`src/rtl/scan_avg_pkg.sv`:
```
`timescale 1ns/1ps
package scan_avg_pkg;

  // Scan slot to logical channel steering; slots past the table map to themselves.
  function automatic int unsigned slot_to_chan(input int unsigned slot);
    case (slot)
      0: return 2;
      1: return 4;
      2: return 3;
      3: return 6;
      4: return 5;
      5: return 7;
      6: return 1;
      7: return 0;
      8: return 8;
      default: return slot;
    endcase
  endfunction

  function automatic int unsigned width_of(input int unsigned count);
    return (count > 1) ? $clog2(count) : 1;
  endfunction

endpackage

```
`src/rtl/scan_slot_seq.sv`:
```
`timescale 1ns/1ps
module scan_slot_seq #(
  parameter int unsigned NUM_CH = 9,
  parameter int unsigned SCANS  = 32,
  parameter int unsigned SLOT_W = 4,
  parameter int unsigned SCNT_W = 5
) (
  input  logic              clk,
  input  logic              rst,
  input  logic              take,
  output logic [SLOT_W-1:0] slot,
  output logic              last
);
  localparam logic [SLOT_W-1:0] SLOT_END = SLOT_W'(NUM_CH - 1);
  localparam logic [SCNT_W-1:0] SCAN_END = SCNT_W'(SCANS - 1);

  logic [SLOT_W-1:0] slot_q;
  logic [SCNT_W-1:0] scan_q;
  logic              slot_wrap;

  assign slot_wrap = (slot_q == SLOT_END);
  assign last      = slot_wrap && (scan_q == SCAN_END);
  assign slot      = slot_q;

  always_ff @(posedge clk) begin
    if (rst) begin
      slot_q <= '0;
      scan_q <= '0;
    end else if (take) begin
      if (slot_wrap) begin
        slot_q <= '0;
        scan_q <= (scan_q == SCAN_END) ? '0 : scan_q + 1'b1;
      end else begin
        slot_q <= slot_q + 1'b1;
      end
    end
  end
endmodule

```
`src/rtl/chan_accum.sv`:
```
`timescale 1ns/1ps
module chan_accum
  import scan_avg_pkg::*;
#(
  parameter int unsigned NUM_CH = 9,
  parameter int unsigned DATA_W = 12,
  parameter int unsigned ACC_W  = 17,
  parameter int unsigned SLOT_W = 4
) (
  input  logic              clk,
  input  logic              rst,
  input  logic              take,
  input  logic              last,
  input  logic [SLOT_W-1:0] slot,
  input  logic [DATA_W-1:0] sample,
  output logic [ACC_W-1:0]  sums [NUM_CH]
);
  localparam int unsigned PAD_W = ACC_W - DATA_W;

  for (genvar c = 0; c < NUM_CH; c++) begin : g_ch
    logic             hit;
    logic [ACC_W-1:0] acc_q;
    logic [ACC_W-1:0] addend;

    assign hit    = (slot_to_chan(int'(slot)) == c);
    assign addend = hit ? {{PAD_W{1'b0}}, sample} : '0;
    // Running total including the sample on the input this cycle.
    assign sums[c] = acc_q + addend;

    always_ff @(posedge clk) begin
      if (rst) begin
        acc_q <= '0;
      end else if (take) begin
        acc_q <= last ? '0 : sums[c];
      end
    end
  end
endmodule

```
`src/rtl/smooth_bank.sv`:
```
`timescale 1ns/1ps
module smooth_bank #(
  parameter int unsigned NUM_CH   = 9,
  parameter int unsigned DATA_W   = 12,
  parameter int unsigned ACC_W    = 17,
  parameter int unsigned SCAN_LOG = 5
) (
  input  logic              clk,
  input  logic              rst,
  input  logic              load,
  input  logic [ACC_W-1:0]  sums [NUM_CH],
  output logic [DATA_W-1:0] vals [NUM_CH],
  output logic              done
);
  logic done_q;
  assign done = done_q;

  for (genvar c = 0; c < NUM_CH; c++) begin : g_ch
    logic [DATA_W-1:0] mean;
    logic [DATA_W:0]   pair;
    logic [DATA_W-1:0] val_q;
    logic              unused_lo;

    assign mean      = sums[c][ACC_W-1 -: DATA_W];
    assign unused_lo = ^sums[c][SCAN_LOG-1:0];
    assign pair      = {1'b0, val_q} + {1'b0, mean};
    assign vals[c]   = val_q;

    always_ff @(posedge clk) begin
      if (rst) begin
        val_q <= '0;
      end else if (load) begin
        val_q <= pair[DATA_W:1];
      end
    end
  end

  always_ff @(posedge clk) begin
    if (rst) begin
      done_q <= 1'b0;
    end else begin
      done_q <= load;
    end
  end
endmodule

```
`src/rtl/chan_read_port.sv`:
```
`timescale 1ns/1ps
module chan_read_port #(
  parameter int unsigned NUM_CH = 9,
  parameter int unsigned DIG_CH = 6,
  parameter int unsigned DATA_W = 12,
  parameter int unsigned WORD_W = 16,
  parameter int unsigned IDX_W  = 4,
  parameter int unsigned THRESH = 200
) (
  input  logic [DATA_W-1:0] vals [NUM_CH],
  input  logic [IDX_W-1:0]  rd_idx,
  output logic [WORD_W-1:0] rd_value,
  input  logic [IDX_W-1:0]  dig_idx,
  output logic              dig_bit
);
  localparam logic [DATA_W-1:0] LIMIT = DATA_W'(THRESH);

  logic [DATA_W-1:0] picked;

  always_comb begin
    picked = vals[0];
    for (int i = 1; i < NUM_CH; i++) begin
      if (rd_idx == IDX_W'(i)) picked = vals[i];
    end
  end

  assign rd_value = {{(WORD_W - DATA_W){1'b0}}, picked};

  always_comb begin
    dig_bit = 1'b0;
    for (int i = 0; i < DIG_CH; i++) begin
      if (dig_idx == IDX_W'(i)) dig_bit = (vals[i] > LIMIT);
    end
  end
endmodule

```
`src/rtl/scan_avg_filter.sv`:
```
`timescale 1ns/1ps
module scan_avg_filter
  import scan_avg_pkg::*;
#(
  parameter int unsigned NUM_CH = 9,
  parameter int unsigned SCANS  = 32,
  parameter int unsigned DIG_CH = 6,
  parameter int unsigned DATA_W = 12,
  parameter int unsigned WORD_W = 16,
  parameter int unsigned IDX_W  = 4,
  parameter int unsigned THRESH = 200
) (
  input  logic              clk,
  input  logic              rst,
  input  logic              in_valid,
  output logic              in_ready,
  input  logic [WORD_W-1:0] in_data,
  output logic              frame_done,
  input  logic [IDX_W-1:0]  rd_idx,
  output logic [WORD_W-1:0] rd_value,
  input  logic [IDX_W-1:0]  dig_idx,
  output logic              dig_bit
);
  localparam int unsigned SCAN_LOG = $clog2(SCANS);
  localparam int unsigned ACC_W    = DATA_W + SCAN_LOG;
  localparam int unsigned SLOT_W   = width_of(NUM_CH);
  localparam int unsigned SCNT_W   = width_of(SCANS);

  logic              rdy_q;
  logic              take;
  logic              last;
  logic [SLOT_W-1:0] slot;
  logic [ACC_W-1:0]  sums [NUM_CH];
  logic [DATA_W-1:0] vals [NUM_CH];
  logic              unused_hi;

  always_ff @(posedge clk) begin
    if (rst) rdy_q <= 1'b0;
    else     rdy_q <= 1'b1;
  end

  assign in_ready  = rdy_q;
  assign take      = in_valid && rdy_q;
  assign unused_hi = ^in_data[WORD_W-1:DATA_W];

  scan_slot_seq #(
    .NUM_CH(NUM_CH), .SCANS(SCANS), .SLOT_W(SLOT_W), .SCNT_W(SCNT_W)
  ) u_seq (
    .clk(clk), .rst(rst), .take(take), .slot(slot), .last(last)
  );

  chan_accum #(
    .NUM_CH(NUM_CH), .DATA_W(DATA_W), .ACC_W(ACC_W), .SLOT_W(SLOT_W)
  ) u_acc (
    .clk(clk), .rst(rst), .take(take), .last(last), .slot(slot),
    .sample(in_data[DATA_W-1:0]), .sums(sums)
  );

  smooth_bank #(
    .NUM_CH(NUM_CH), .DATA_W(DATA_W), .ACC_W(ACC_W), .SCAN_LOG(SCAN_LOG)
  ) u_smooth (
    .clk(clk), .rst(rst), .load(take && last), .sums(sums),
    .vals(vals), .done(frame_done)
  );

  chan_read_port #(
    .NUM_CH(NUM_CH), .DIG_CH(DIG_CH), .DATA_W(DATA_W), .WORD_W(WORD_W),
    .IDX_W(IDX_W), .THRESH(THRESH)
  ) u_rd (
    .vals(vals), .rd_idx(rd_idx), .rd_value(rd_value),
    .dig_idx(dig_idx), .dig_bit(dig_bit)
  );
endmodule

```
`config.mk`:
```
export PLATFORM = sky130hd
export DESIGN_NAME = scan_avg_filter
export DESIGN_NICKNAME = d
export VERILOG_FILES = /design/src/rtl/scan_avg_pkg.sv /design/src/rtl/scan_slot_seq.sv /design/src/rtl/chan_accum.sv /design/src/rtl/smooth_bank.sv /design/src/rtl/chan_read_port.sv /design/src/rtl/scan_avg_filter.sv
export SDC_FILE = /design/constraint.sdc
export NUM_CORES = 1
export LEC_CHECK = 0
export BUFFER_PORTS_ARGS = -buffer_cell sky130_fd_sc_hd__buf_2
export CORE_UTILIZATION = 55
export DETAILED_ROUTE_END_ITERATION = 7
export PLACE_DENSITY = 0.79
export SETUP_SLACK_MARGIN = 0.05
export SLEW_MARGIN = 15
export SYNTH_ARGS = -nofsm -noshare
export SYNTH_HDL_FRONTEND = slang
export SYNTH_SLANG_ARGS = --single-unit
export TNS_END_PERCENT = 10
```
`constraint.sdc`:
```
create_clock -name clk -period 13.37 [get_ports clk]
set_input_delay 2.0055 -clock clk [delete_from_list [all_inputs] [get_ports clk]]
set_output_delay 2.0055 -clock clk [all_outputs]
set_load 0.02 [all_outputs]
```
==> qor.yml <==
run_status:
  run_status: "finished, final reports clean"
synth:
  async_reset_ff_share_pct: 0
  synth_edf_count: 0
  synthCells: 2727
  synth_area_leaders: "dfxtp_1 (25%), ha_1 (12%), a21oi_1 (5.4%)"
  synth.ff_latch_count: 272
  synth_seq_area_share_pct: 25.09
  avgSynthCellArea_um2: 7.957
  synth_largest_area_cell: "dfxtp_1"
  ys_types: 94
  synth_top_cell_area_share_pct: 25.09
  synthFlopType: "dfxtp_1"
  synth_area_um2: 21700
  yosys_warnings: 0
global_route:
  grt_util_met3_pct: 4.107
  use_met2_pct: 53.34
  grt.busiest_layer: "met2"
  use_met1_pct: 36.64
  track_usage_pct: 30.58
  grt_antenna_before_repair: 3
  first_global_vias: 20300
  grt_pass1_wl_um: 101200
  grt_max_degree: 79
  grt.overflow.total: 0
power_and_ir_drop:
  power_switching_uw: 546.0
  p_int_uw: 1411
  switching_share_pct: 27.90
  clock_power_share_pct: 45.9
  power_frac_seq_pct: 42.1
  p_comb_share_pct: 12.0
  power_density_nw_per_um2: 84.07
  power_uw: 1957
  cellLeakagePower_uw: 0.009733
  vdd.ir_drop.worst_v: 0.00007955
worst_setup_path:
  rr_worst_depth: 27
  critPathMaxFanout: 22
  start_kind: "input pin"
  crit_slowest_cell: "nor3_2"
  cp_top_family: "simple AND/OR/NAND/NOR gates"
  critPathMaxStageDelay_ns: 0.99
  crit_path_end_kind: "output port"
  critical_path_class: "input pin to output port"
  timing.critical_path.buf_inv: 2
  path_depth: 10
  cp.required_ns: 11.36
  crit_arrival_ns: 5.28
  path_cells: "buf_2, nand2b_1, nor3_2, mux2i_1, o21ai_0, mux2i_1, a21oi_1, o21ai_0, nand2_1, buf_2"
floorplanning:
  start_util_pct: 56.02
  rows: 72
  die_area_um2: 40250
  die_h_um: 200.6
  io_pins: 46
  core-area_um2: 38740
  dieWidth_um: 200.6
timing:
  whs_ns: 0.4612
  hold_violations: 0
  finalCritPeriodShare_pct: 54.46
  period_needed_ns: 7.281
  rsz0062_at_grt: "no"
  worst_slew_margin_rel_pct: 16.82
  slew_viol_final: 0
  tightest_slew_ns: 1.245
  setup_viol_count_final: 0
  worst_slack_ns: 6.089
  finClkSkew_ns: 0.01280
  setup-tns-final_ns: 0
  timing.fmax_mhz: 137.3
place:
  pre_cts_ws_ns: 6.191
  hpwl_um: 44300
  io_buffers: 37
  gp_congestion: 0.9622
  placed_area_um2: 22230
clock_tree:
  cts_setup_buffers: 0
  cts.clk_slew.worst_paths_ns: 0.06
  h-tree-depth: 2
  cts_hold_buffers: 0
  cts_tree: "yes"
  clock-sinks: 272
  clock_latency_ns: 0.53
  cts_max_path_buffers: 3
  root_buffer: "clkbuf_16"
  cts_inserted_buffers: 34
  cts_resized: 0
drt:
  wl_per_cell_um: 19.57
  vias: 20960
  drt_first_pass_iters: 6
  dr.first_iter.drc_count: 1685
  ant_nets: 0
  routed_wl_um: 63270
  drc: 0
  via_per_inst: 6.483
layout:
  drive_gt1_share_pct: 6.301
  fill_cells: 3367
  fin_area_um2: 23280
  area_delta_synth_final_pct: 7.288
  num-nets-final: 2949
worst_hold_path:
  hp-class: "register to register"
  hold_path_depth: 2
flow_run:
  drv_cap: 0
through the flow:
step,util (%),instances
final,60.10,3233
after global routing,60.09,3232
after CTS,60.09,3232
after detailed placement,57.38,3173
after global placement,57.38,3173
after floorplan,-,2730
worst register-to-register path: stages, from the launching register on:
cell	delay, ns
dfxtp_1	0.47
inv_1	0.12
ha_1	0.24
nor3_1	0.33
nor2_1	0.09
a21oi_1	0.12
o22ai_1	0.15
or2_2	0.38
nor4_2	0.82
and2_1	0.24
ha_1	0.20
inv_1	0.07
fa_1	0.38
nor2b_1	0.17
o21ai_1	0.09
a21boi_0	0.29
o21ai_0	0.17
nor2b_1	0.17
xnor2_1	0.28
inv_1	0.11
fa_1	0.44
nor2b_1	0.17
o21ai_0	0.12
a21boi_0	0.40
o21a_1	0.19
o211ai_1	0.14
a2111oi_0	0.39
a311o_1	0.18
area by class of cell:
cell class / count / area [um2] / share of cell area, %
Multi-Input combinational cell: 2247 / 15510 / 66.61
Sequential cell: 272 / 5445 / 23.39
Clock buffer: 49 / 988.4 / 4.246
Tap cell: 518 / 648.1 / 2.784
Timing Repair Buffer: 54 / 319.1 / 1.370
Inverter: 82 / 307.8 / 1.322
Clock inverter: 10 / 62.56 / 0.2687
Antenna cell: 1 / 2.502 / 0.01075
flip-flops by register name, indices dropped and copies added, names as in the netlist:
signal               count
u_smooth.done            1
in_ready                 1
u_smooth.g_ch.val_q    108
u_seq.slot               4
u_seq.scan_q             5
u_acc.g_ch.acc_q       153
power groups by stage:
stage	Clock [uW]	Sequential [uW]	Combinational, uW
global route	936	825	255
detailed placement	0	842	229
floorplan	0	840	167
finish	899	824	234
CTS	907	824	231
global placement	0	841	221
cells in the mapped netlist (18+ instances only):
cell type,n
nand2_1,306
dfxtp_1,272
a21oi_1,233
ha_1,213
nor2_1,207
o21ai_0,126
xnor2_1,121
and2_1,116
clkbuf_1,94
inv_1,80
a21o_1,66
xor2_1,51
o21a_1,45
nor2b_1,43
nor3_1,42
a31oi_1,39
o211ai_1,39
a22oi_1,37
a22o_1,35
nand3_1,34
mux2i_1,26
or3_1,25
a21boi_0,24
and3_1,24
nand2b_1,24
a211oi_1,23
nor4_1,22
nand4_1,21
o21bai_1,19
or4_1,19
fa_1,18
path summary, 6_finish.rpt:
check	startpoint	to	slack (ns)
worst max-delay path	rd_idx[0]	rd_value[5]	6.09
worst min-delay path	u_acc.g_ch[2].acc_q[0]	u_acc.g_ch[2].acc_q[0]	0.46
worst max register to register	u_seq.slot[0]	u_smooth.g_ch[0].val_q[9]	6.41
worst min register to register	u_acc.g_ch[2].acc_q[0]	u_acc.g_ch[2].acc_q[0]	0.46
metal layers:
layer / share of wire (%) / up-vias
met1: 41 / 10020
met2: 48 / 808
li1: - / 9911
met4: 4.6 / 0
met3: 7.0 / 220
met5: 0 / -
placed cells by master, fill, tap and decap left out, drive strengths merged, types with 12 or more instances in the layout:
| cell | Yosys | routed |
|---|---|---|
| a211oi | 28 | 28 |
| a21boi | 32 | 32 |
| a21o | 66 | 66 |
| a21oi | 236 | 236 |
| a22o | 35 | 35 |
| a22oi | 38 | 38 |
| a31o | 13 | 13 |
| a31oi | 39 | 39 |
| and2 | 116 | 116 |
| and3 | 24 | 24 |
| buf | 35 | 54 |
| clkbuf | 94 | 49 |
| dfxtp | 272 | 272 |
| fa | 18 | 18 |
| ha | 213 | 213 |
| inv | 82 | 84 |
| mux2i | 26 | 26 |
| nand2 | 306 | 306 |
| nand2b | 24 | 24 |
| nand3 | 34 | 34 |
| nand4 | 21 | 21 |
| nor2 | 208 | 208 |
| nor2b | 44 | 44 |
| nor3 | 43 | 43 |
| nor4 | 23 | 23 |
| nor4b | 14 | 14 |
| o211ai | 39 | 39 |
| o21a | 45 | 45 |
| o21ai | 145 | 145 |
| o21bai | 19 | 19 |
| o22ai | 17 | 17 |
| o311ai | 12 | 12 |
| o31a | 14 | 14 |
| or3 | 25 | 25 |
| or4 | 19 | 19 |
| xnor2 | 121 | 121 |
| xor2 | 51 | 51 |
cell families (layout without fill, tap and decap cells):
family / Yosys count / count (layout) / share of synthesized area, %
xor gates and xnor gates: 172 / 172 / 6.942
buffers and inverters: 211 / 195 / 3.811
AOI/OAI and AO/OA: 877 / 877 / 27.58
DFF: 272 / 272 / 25.09
muxes: 29 / 29 / 1.355
other: 1 / 5 / 0.01728
adders and majority gates: 231 / 231 / 13.94
and+or+nand+nor: 934 / 934 / 21.25
Note: power is estimated with default switching activity, not from simulation.
